### config.mk
export PLATFORM = sky130hd
export DESIGN_NAME = down_stack
export DESIGN_NICKNAME = d
export VERILOG_FILES = /design/src/rtl/stack_pkg.sv /design/src/rtl/stack_ctrl.sv /design/src/rtl/stack_datapath.sv /design/src/rtl/down_stack.sv
export SDC_FILE = /design/constraint.sdc
export NUM_CORES = 1
export LEC_CHECK = 0
export BUFFER_PORTS_ARGS = -buffer_cell sky130_fd_sc_hd__buf_4
export CAP_MARGIN = 5
export CORE_MARGIN = 2
export CORE_UTILIZATION = 50
export DETAILED_ROUTE_END_ITERATION = 10
export PLACE_DENSITY = 0.73
export SYNTH_ARGS = -nofsm -noshare
export SYNTH_HDL_FRONTEND = slang
export SYNTH_SLANG_ARGS = --single-unit
### constraint.sdc
create_clock -name clk -period 3.6 [get_ports clk]
set_clock_uncertainty 0.1 [all_clocks]
set_input_delay 0.54 -clock clk [delete_from_list [all_inputs] [get_ports clk]]
set_output_delay 0.54 -clock clk [all_outputs]
set_load 0.01 [all_outputs]
### src/rtl/stack_pkg.sv
package stack_pkg;
  // Strobes from control to datapath; at most one is high in a cycle.
  typedef struct packed {
    logic doPush;
    logic doPop;
  } stackCmd_t;
endpackage

### src/rtl/stack_ctrl.sv
module stack_ctrl #(
  parameter int DEPTH = 11,
  parameter int SPW   = $clog2(DEPTH + 1)
) (
  input  logic                 clk,
  input  logic                 rstN,
  input  logic                 pushReq,
  input  logic                 popReq,
  input  logic [SPW-1:0]       sp,
  output stack_pkg::stackCmd_t cmd,
  output logic                 full,
  output logic                 empty,
  output logic                 errPulse
);
  localparam logic [SPW-1:0] SP_ONE      = SPW'(1);
  localparam logic [SPW-1:0] SP_LASTUSED = SPW'(DEPTH - 1);

  logic collide, pushRefused, popRefused;

  always_comb begin
    collide     = pushReq && popReq;
    pushRefused = pushReq && !popReq && full;
    popRefused  = popReq && !pushReq && empty;
    cmd.doPush  = pushReq && !popReq && !full;
    cmd.doPop   = popReq && !pushReq && !empty;
  end

  always_ff @(posedge clk or negedge rstN) begin
    if (!rstN) begin
      full     <= 1'b0;
      empty    <= 1'b1;
      errPulse <= 1'b0;
    end else begin
      errPulse <= collide || pushRefused || popRefused;
      if (cmd.doPush) begin
        full  <= (sp == SP_ONE);
        empty <= 1'b0;
      end else if (cmd.doPop) begin
        full  <= 1'b0;
        empty <= (sp == SP_LASTUSED);
      end
    end
  end
endmodule

### src/rtl/stack_datapath.sv
module stack_datapath #(
  parameter int WIDTH = 16,
  parameter int DEPTH = 11,
  parameter int SPW   = $clog2(DEPTH + 1)
) (
  input  logic                 clk,
  input  logic                 rstN,
  input  stack_pkg::stackCmd_t cmd,
  input  logic [WIDTH-1:0]     pushData,
  output logic [SPW-1:0]       sp,
  output logic [WIDTH-1:0]     popData
);
  localparam logic [SPW-1:0] SP_BASE = SPW'(DEPTH);

  logic [WIDTH-1:0] entry [DEPTH];
  logic [SPW-1:0]   spBelow;
  logic [WIDTH-1:0] topWord;

  assign spBelow = sp - SPW'(1);

  // One write-enabled register per stack slot.
  for (genvar i = 0; i < DEPTH; i++) begin : gSlot
    always_ff @(posedge clk) begin
      if (cmd.doPush && (spBelow == SPW'(i))) entry[i] <= pushData;
    end
  end

  // Read the word that the current pointer addresses.
  always_comb begin
    topWord = '0;
    for (int i = 0; i < DEPTH; i++) begin
      if (sp == SPW'(i)) topWord = entry[i];
    end
  end

  always_ff @(posedge clk or negedge rstN) begin
    if (!rstN) begin
      sp      <= SP_BASE;
      popData <= '0;
    end else if (cmd.doPush) begin
      sp <= spBelow;
    end else if (cmd.doPop) begin
      popData <= topWord;
      sp      <= sp + SPW'(1);
    end
  end
endmodule

### src/rtl/down_stack.sv
module down_stack #(
  parameter int WIDTH = 16,
  parameter int DEPTH = 11,
  parameter int SPW   = $clog2(DEPTH + 1)
) (
  input  logic             clk,
  input  logic             rstN,
  input  logic             pushReq,
  input  logic             popReq,
  input  logic [WIDTH-1:0] pushData,
  output logic [WIDTH-1:0] popData,
  output logic [SPW-1:0]   sp,
  output logic             full,
  output logic             empty,
  output logic             errPulse
);
  stack_pkg::stackCmd_t cmd;

  stack_ctrl #(.DEPTH(DEPTH), .SPW(SPW)) uCtrl (
    .clk(clk), .rstN(rstN), .pushReq(pushReq), .popReq(popReq), .sp(sp),
    .cmd(cmd), .full(full), .empty(empty), .errPulse(errPulse)
  );

  stack_datapath #(.WIDTH(WIDTH), .DEPTH(DEPTH), .SPW(SPW)) uPath (
    .clk(clk), .rstN(rstN), .cmd(cmd), .pushData(pushData),
    .sp(sp), .popData(popData)
  );
endmodule

# Yosys cells after proc, flatten, opt, wreduce, memory -nomap -nowiden
# Memory sizes are Yosys's and may differ from the RTL's.
# Cells that the tools add are included.
# W data, S select, Z words.
# classes
addsub	2
n_eq_ne	20
mux	69
bitwise_logic	1
reduce_logical	38
# ops
op	count
$mux W16	21
$reduce_or A16 Y1	10
$mux W4	12
$mux W1	36
$eq A4 B3 Y1 const B	8
$eq A4 B4 Y1 const B	6
$logic_and A1 B1 Y1	18
$eq A4 B2 Y1 const B	4
$eq A4 B1 Y1 const B	2
$logic_not A4 Y1	2
$add A4 B1 Y4 const B	1
$logic_not A1 Y1	4
$sub A4 B1 Y4 const B	1
$logic_or A1 B1 Y1	2
$reduce_and A2 Y1	1
$reduce_bool A2 Y1	1
$not A1 Y1	1
# word_totals
regBits	23
ram_bits	176
in_bits	20
output_inout_bits	23
wordCells	136
memories	1
# memory_table
memory	words	width	read_ports	rd_clocked_by_memory_dff	wr	line_no	rtl
uPath.entry	11	16	11	0	1	stack_datapath.sv:15	logic [WIDTH-1:0] entry [DEPTH];

# Depth between registers and ports, before layout
# Gate-level depths: netlist of the first run.
# logic_depth
ltp_word	17
depth_mapped	9
depth_no_buf	6

# Cells and area by module
# A second synthesis of the first run with hierarchy kept.
# hier_totals
hier_cells	647
area_unflattened_um2	8508.2
# modules_own_cells
mod	instances	cells_each	area_each_um2	seq_area_each_um2
stack_datapath	1	630	8354.3	5789.3
stack_ctrl	1	17	153.9	76.3

# Worst setup path before layout of the first run
# OpenSTA, ideal clock, no wires.
# synth_path
path_type	register -> register
startpoint	reg uPath.sp[0]
endpoint	mem uPath.entry[9][0], enable pin
setup_time_ns	0.413
arrival_ns	2.939
required_time_ns	3.087
path_slack_ns	0.148
stages_incl_launch_ff	7
n_path_buf	2
period_less_slack_ns	3.452
path_cell_list	dfstp_2 inv_1 ha_1 buf_2 buf_1 o31ai_1 nor3b_1
# synth_via
elab_chain_cells	16
elab_cells_between_ends	75
classes_between	1 x add/sub; 10 x eq/ne; 42 x mux; 22 x reduce/logical
# synth_lines
item	line_no	rtl
from (decl)	stack_datapath.sv:10	output logic [SPW-1:0] sp,
from (signal assigned)	stack_datapath.sv:41	sp <= spBelow;
from (signal assigned)	stack_datapath.sv:44	sp <= sp + SPW'(1);
$sub A4 B1 Y4 *	stack_datapath.sv:19	assign spBelow = sp - SPW'(1);
$eq A4 B1 Y1	stack_datapath.sv:24	if (cmd.doPush && (spBelow == SPW'(i))) entry[i] <= pushData;
$logic_and A1 B1 Y1	stack_datapath.sv:24	
$mux W1	stack_datapath.sv:24	
$mux W1 (implied by the code)	stack_datapath.sv:24	
$reduce_or A16 Y1 (no source line)	--	
$mux W4 (no source line) / $mux W1 (equally long branches) (10 in series)	--	
to (decl)	stack_datapath.sv:15	
# Mark *: on every way between the ends. The rest lies on a longest branch, timed or not.

# Worst setup path in the final report of the first run
# layout_path
startpoint	reg uPath.sp[0]
endpoint	reg uPath.popData[10]
# layout_via
elab_chain_cells	12
elab_cells_between_ends	22
classes_between	10 x eq/ne; 11 x mux; 1 x reduce/logical
# layout_lines
item	line_no	rtl
$logic_not A4 Y1	stack_datapath.sv:32	if (sp == SPW'(i)) topWord = entry[i];
$mux W16 (10 in series)	stack_datapath.sv:32	
$mux W16 *	stack_datapath.sv:32	
to (signal assigned)	stack_datapath.sv:43	popData <= topWord;
to (decl)	stack_datapath.sv:11	output logic [WIDTH-1:0] popData
# Marked as above.
# A chain may end at the register's enable or synchronous reset.

==> results of run 1 <==
final cells by class:
| cell class | instances | area share |
|---|---|---|
| multi-input cells | 341 | 0.233 |
| inverters | 38 | 0.0148 |
| clock inverters | 15 | 0.0178 |
| flip-flops and latches | 199 | 0.609 |
| well taps | 220 | 0.0286 |
| clock buffers | 17 | 0.0441 |
| repair buffers | 68 | 0.0532 |
routing by layer:
metal	vias to the layer above	part of all wire	GRT usage
met5	-	0	0
met4	0	0.035	0.114
met3	69	0.098	0.0510
met2	402	0.48	0.401
met1	2788	0.39	0.331
li1	2481	-	-
worst max-delay path: cells and delay by family (launching register included):
kind / cells / cell delay [ns]
simple gates: 1 / 0.61
fa+ha+maj: 1 / 0.25
compound gates: 3 / 0.74
flops: 1 / 0.63
buf+inv: 2 / 0.47
per-stage QoR:
step / instances / total power [mW] / util
5_1_grt: 898 / 7.51 / 0.581
3_3_place_gp: 865 / 5.19 / 0.545
6_report: 898 / 7.24 / 0.581
3_5_place_dp: 865 / 5.29 / 0.545
4_1_cts: 898 / 7.19 / 0.581
2_1_floorplan: 626 / 4.44 / -
logic make-up (layout without fill, tap and decap cells):
group                      count (synthesis)  count (layout)  synth area share
DFF                                      199             199             0.693
adders and majority gates                  8               8            0.0118
xor gates and xnor gates                   3               3           0.00310
AOI/OAI and AO/OA                        201             201             0.160
buffers and inverters                     86             138            0.0452
and+or+nand+nor                          129             129            0.0872
power groups by stage:
| stage | registers, mW | clock network, mW | logic [mW] |
|---|---|---|---|
| 2_1_floorplan | 2.95 | 0 | 1.49 |
| 3_3_place_gp | 2.95 | 0 | 2.24 |
| 3_5_place_dp | 2.97 | 0 | 2.33 |
| 4_1_cts | 2.92 | 1.93 | 2.35 |
| 5_1_grt | 2.94 | 2.02 | 2.56 |
| 6_report | 2.92 | 1.92 | 2.40 |
sequential cells by signal, indices dropped and copies added, names as in the netlist:
signal and count:
uCtrl.empty 1, uCtrl.errPulse 1, uCtrl.full 1, uPath.entry 176
uPath.popData 16, uPath.sp 4
placed cells by master (no fill, tap or decap), types with 7 or more instances in the layout:
master and n:
a221oi_1 31, o22ai_1 16, nand2_1 28, a21oi_1 49, clkbuf_16 17, inv_1 37
o21ai_0 42, nor2b_1 16, or2_2 15, nor3b_1 15, dfrtp_1 19, nor2_1 28
o2111ai_1 15, buf_4 67, a22oi_1 15, o32a_1 15, edfxtp_1 176, ha_1 7
cells in the mapped netlist, drive strengths merged (15+ instances only):
cell type    n
a21oi       49
edfxtp     176
dfrtp       19
a221oi      31
buf         24
clkbuf      24
inv         37
o32a        15
o21ai       45
nor2b       21
a22oi       15
nor3b       19
o2111ai     15
o22ai       17
nor2        29
nand2       28
or2         15
how the worst min path moves through the flow:
stage                 startpoint                             to  slack [ns]  cells after the start
finish               pushData[0]    uPath.entry[8][0]$_DFFE_PP_        0.25                      1
global route         pushData[0]    uPath.entry[5][0]$_DFFE_PP_        0.26                      1
CTS                 pushData[15]   uPath.entry[0][15]$_DFFE_PP_        0.25                      1
detailed placement          rstN  uPath.popData[14]$_DFFE_PN0P_        0.39                      1
global placement            rstN  uPath.popData[14]$_DFFE_PN0P_        0.38                      1
floorplan                   rstN       uCtrl.errPulse$_DFF_PN0_        0.14                      0
==> results.py, run 1 <==
metrics = {
    "cts": {
        "clock_latency_ns": 0.44,
        "h-tree-depth": 4,
        "cts_tree": "built",
        "post_cts_buffers": 0,
        "clkTransAtPathRegs_ns": 0.07,
        "cts.sinks": 199,
        "post_cts_resized": 0,
        "cts.path.max_buffers": 2,
        "cts-buffers-inserted": 17,
        "root_buffer": "clkbuf_16",
        "postCtsHoldBufs": 1,
    },
    "timing": {
        "tightest_slew_ns": 1.25,
        "slew_headroom": 0.160,
        "slew_violations": 0,
        "rsz0062_at_grt": "false",
        "fin_ws_ns": 0.656,
        "timing.final.crit_period_ns": 2.94,
        "fin_tns_setup_ns": 0,
        "hold_slack_ns": 0.254,
        "clock.fmax_mhz": 340,
        "hold_violations": 0,
        "setup_viol": 0,
        "fin_crit_sh": 0.818,
    },
    "placed_design": {
        "place_ws_ns": 0.765,
        "dp_hpwl_um": 13000,
        "placed_cell_area_um2": 9030,
        "gp_congestion": 0.853,
        "portBuffers": 42,
    },
    "setup_path": {
        "critPathKind": "reg2reg",
        "max_stage_delay_ns": 0.63,
        "rr_startpoint": "uPath.sp[0]$_DFFE_PN1P_",
        "worstPathCellList": "inv_1, ha_1, buf_4, nand2_1, o21ai_0, a221oi_1, o22ai_1",
        "rrSetupSlack_ns": 0.66,
        "rr_worst_depth": 7,
        "crit_path_top_delay_cell": "dfstp_2",
        "crit_path_end": "uPath.popData[10]$_DFFE_PN0P_",
        "cp.required_ns": 3.81,
        "end_kind": "flop",
        "worstPathArrival_ns": 3.16,
        "cp-startpoint": "uPath.sp[0]$_DFFE_PN1P_",
        "start_kind": "flop",
        "worst_r2r_endpoint": "uPath.popData[10]$_DFFE_PN0P_",
        "cp_max_fo": 39,
    },
    "synth": {
        "netlist.area_leader.share": 0.624,
        "synth_area_leader_cell": "edfxtp_1",
        "synthArstFlopShare": 0.116,
        "synthFlopType": "edfxtp_1",
        "synthTopCellsByArea": "edfxtp_1, dfrtp_1, a221oi_1, a21oi_1, o21ai_0",
        "ys_types": 52,
        "synth-seq-cells": 199,
        "syn-instance-count": 626,
        "synth_nets": 654,
        "synth_area_per_cell_um2": 13.5,
        "yosysSeqAreaShare": 0.693,
        "netlist_area_um2": 8470,
        "yosysWarnings": 0,
        "synth_edf_count": 176,
    },
    "hold_path": {
        "min_path_type": "in2reg",
    },
    "power_and_ir_drop": {
        "power.switching_mw": 2.58,
        "p_leak_nw": 3.26,
        "pwr-share-seq": 0.403,
        "pwr-share-comb": 0.331,
        "clockPowerShare": 0.265,
        "p_int_mw": 4.66,
        "powerDensity_nw_per_um2": 751,
        "swShare": 0.357,
        "ir_worst_vdd_uv": 452,
    },
    "grt": {
        "gr-total-overflow": 0,
        "grtUsageTotal": 0.250,
        "grt_max_degree": 65,
        "grt_antenna_before_repair": 0,
        "grt_pass1_wl_um": 33000,
        "grt_pass1_vias": 5715,
    },
    "detailed_routing": {
        "route.detailed.wl_per_inst_um": 24.2,
        "vias": 5740,
        "ant_nets": 0,
        "routed_wirelength_um": 21700,
        "dr.pass1.iters": 5,
        "drt_iter0_markers": 1063,
        "viasPerCell": 6.39,
        "drcViolationCount": 0,
    },
    "floorplanning": {
        "die_y_um": 134,
        "die_w_um": 134,
        "io_pins": 43,
        "die_area_um2": 18000,
        "placementRows": 47,
        "initial_core_util": 0.511,
        "coreArea_um2": 16600,
    },
    "layout": {
        "multi_input_area_um2": 2240,
        "final_area_um2": 9640,
        "regArea_um2": 5870,
        "nets": 693,
        "fillers": 1243,
        "syn2layout_area_growth_pct": 13.8,
        "layout-drive-gt1-share": 0.196,
        "insertedDiodeCount": 0,
    },
    "status": {
        "status": "completed",
    },
    "run": {
        "drv_cap": 0,
    },
}
Note: power is estimated with default switching activity, not from simulation.
==> inputs of run 2 (changes only) <==
- PLACE_DENSITY: 0.73 -> 0.7
- clock period: 3.6 -> 2.9 ns (I/O delays scaled with it)
==> run 2 against run 1 <==
Cell count is 0.89% higher. First-iteration DRC count is 37% lower. Wire length is 2.3% lower. Via count is 2.0% lower. Critical path type unchanged. Largest cell class unchanged. Highest routed layer unchanged.
==> results.py, run 2 (synthesized netlist as in run 1, its figures left out) <==
metrics = {
    "layout": {
        "layout_commonest_cell": "edfxtp_1",
        "reg.largest.list": "uPath.entry x176, uPath.popData x16, uPath.sp x4",
        "insertedDiodeCount": 0,
        "final_area_um2": 9750,
        "layout-drive-gt1-share": 0.198,
        "regMostFlops": "uPath.entry",
        "nets": 701,
        "largest_register_ffs": 176,
        "syn2layout_area_growth_pct": 15.1,
        "final_cell_mix": "edfxtp_1, buf_4, a21oi_1",
    },
    "setup_path": {
        "cp_max_fo": 21,
        "rrSetupSlack_ns": 0.25,
        "critPathKind": "reg2reg",
        "end_kind": "flop",
        "rr_worst_depth": 6,
        "start_kind": "flop",
        "cp.required_ns": 2.94,
        "worst_r2r_endpoint": "uPath.entry[10][1]$_DFFE_PP_",
        "worstPathArrival_ns": 2.69,
        "rr_startpoint": "uPath.sp[0]$_DFFE_PN1P_",
    },
    "hold_path": {
        "min_path_type": "in2reg",
        "hold_start": "pushData[10]",
        "min_path_cells": 1,
        "hold_end": "uPath.entry[7][10]$_DFFE_PP_",
    },
    "grt": {
        "grt_use_met2": 0.389,
        "grtUsageTotal": 0.243,
        "grt_max_degree": 45,
        "gr-usage-met3": 0.0480,
        "busiest_layer": "met2",
        "use_met1": 0.330,
        "grt_pass1_wl_um": 32100,
        "grt_pass1_vias": 5644,
        "gr-total-overflow": 0,
        "grt_antenna_before_repair": 0,
    },
    "placed_design": {
        "placed_cell_area_um2": 9100,
        "gp_congestion": 0.871,
        "dp_hpwl_um": 12700,
        "place_ws_ns": 0.192,
        "portBuffers": 42,
    },
    "cts": {
        "cts.path.max_buffers": 2,
        "cts.sinks": 199,
        "clkTransAtPathRegs_ns": 0.07,
        "root_buffer": "clkbuf_16",
        "cts-buffers-inserted": 17,
        "h-tree-depth": 4,
        "clock_latency_ns": 0.43,
        "cts_tree": "built",
        "post_cts_buffers": 0,
    },
    "timing": {
        "timing.final.crit_period_ns": 2.65,
        "fin_ws_ns": 0.255,
        "fin_crit_sh": 0.912,
        "clock.fmax_mhz": 378,
        "slew_headroom": 0.298,
        "hold_violations": 0,
        "tightest_slew_ns": 1.05,
        "slew_violations": 0,
        "setup_viol": 0,
        "fin_tns_setup_ns": 0,
        "rsz0062_at_grt": "false",
    },
    "detailed_routing": {
        "ant_nets": 0,
        "route.detailed.wl_per_inst_um": 23.4,
        "vias": 5624,
        "routed_wirelength_um": 21200,
        "drt_iter0_markers": 671,
        "viasPerCell": 6.21,
        "dr.pass1.iters": 5,
        "drcViolationCount": 0,
    },
    "floorplanning": {
        "die_y_um": 134,
        "io_pins": 43,
        "initial_core_util": 0.511,
        "placementRows": 47,
        "die_area_um2": 18000,
        "die_w_um": 134,
        "coreArea_um2": 16600,
    },
    "status": {
        "status": "completed",
    },
    "run": {
        "drv_cap": 0,
    },
    "power_and_ir_drop": {
        "ir_worst_vdd_uv": 580,
        "powerDensity_nw_per_um2": 938,
        "p_leak_nw": 3.31,
    },
}
## run 2: cell count changes in the layout (fill, tap and decap cells not counted), moves of 3 or more
| cell | previous run | this run |
|---|---|---|
| clkbuf_1 | 0 | 6 |
| clkinv_4 | 4 | 0 |
| inv_6 | 4 | 0 |
| buf_4 | 67 | 73 |
| bufinv_16 | 2 | 5 |
## run 2: repair_timing
action / in CTS / in global routing
hold endpoints to repair: 19 / 0
resized for setup: 0 / 1
hold buffers: 1 / 0
setup endpoints to repair: 0 / 1
## run 2: critical path, stage by stage (launching register included)
cell,delay [ns]
dfstp_2,0.63
inv_1,0.17
ha_1,0.25
buf_4,0.22
o31ai_1,0.34
and3_1,0.43
buf_12,0.20
## run 2: final cells by class
cell class	instances	area (um^2)
fill	1281	6840
sequential	199	5870
multi-input combinational	341	2250
timing repair buffer	76	589
clock buffer	23	448
tap	220	275
clock inverter	9	176
inverter	38	143
## run 2: power breakdown
part	switching [mW]	internal (mW)
logic	1.92	1.13
registers	0.180	3.41
clock network	0.979	1.53
## run 2: stage by stage
step                hold slack (ns)  instances  utilization  total power, mW
global placement              0.276        872        0.549             6.53
CTS                           0.152        905        0.587             9.09
detailed placement            0.283        872        0.549             6.62
global route                  0.171        906        0.588             9.50
floorplan                    0.0394        626            -             5.52
finish                        0.159        906        0.588             9.14
## run 2: how the worst max path moves through the flow
stage | start | cells past startpoint | to
5_1_grt | uPath.sp[0]$_DFFE_PN1P_ | 8 | uPath.popData[14]$_DFFE_PN0P_
4_1_cts | uPath.sp[0]$_DFFE_PN1P_ | 5 | uPath.popData[10]$_DFFE_PN0P_
3_5_place_dp | uPath.sp[0]$_DFFE_PN1P_ | 5 | uPath.popData[10]$_DFFE_PN0P_
6_report | uPath.sp[0]$_DFFE_PN1P_ | 6 | uPath.entry[10][1]$_DFFE_PP_
2_1_floorplan | uPath.sp[0]$_DFFE_PN1P_ | 6 | uPath.entry[9][0]$_DFFE_PP_
3_3_place_gp | uPath.sp[0]$_DFFE_PN1P_ | 5 | uPath.popData[8]$_DFFE_PN0P_
## run 2: routing by layer
| metal | vias up | part of all wire |
|---|---|---|
| met1 | 2787 | 0.41 |
| met2 | 297 | 0.48 |
| met5 | - | 0 |
| met3 | 42 | 0.085 |
| li1 | 2498 | - |
| met4 | 0 | 0.024 |
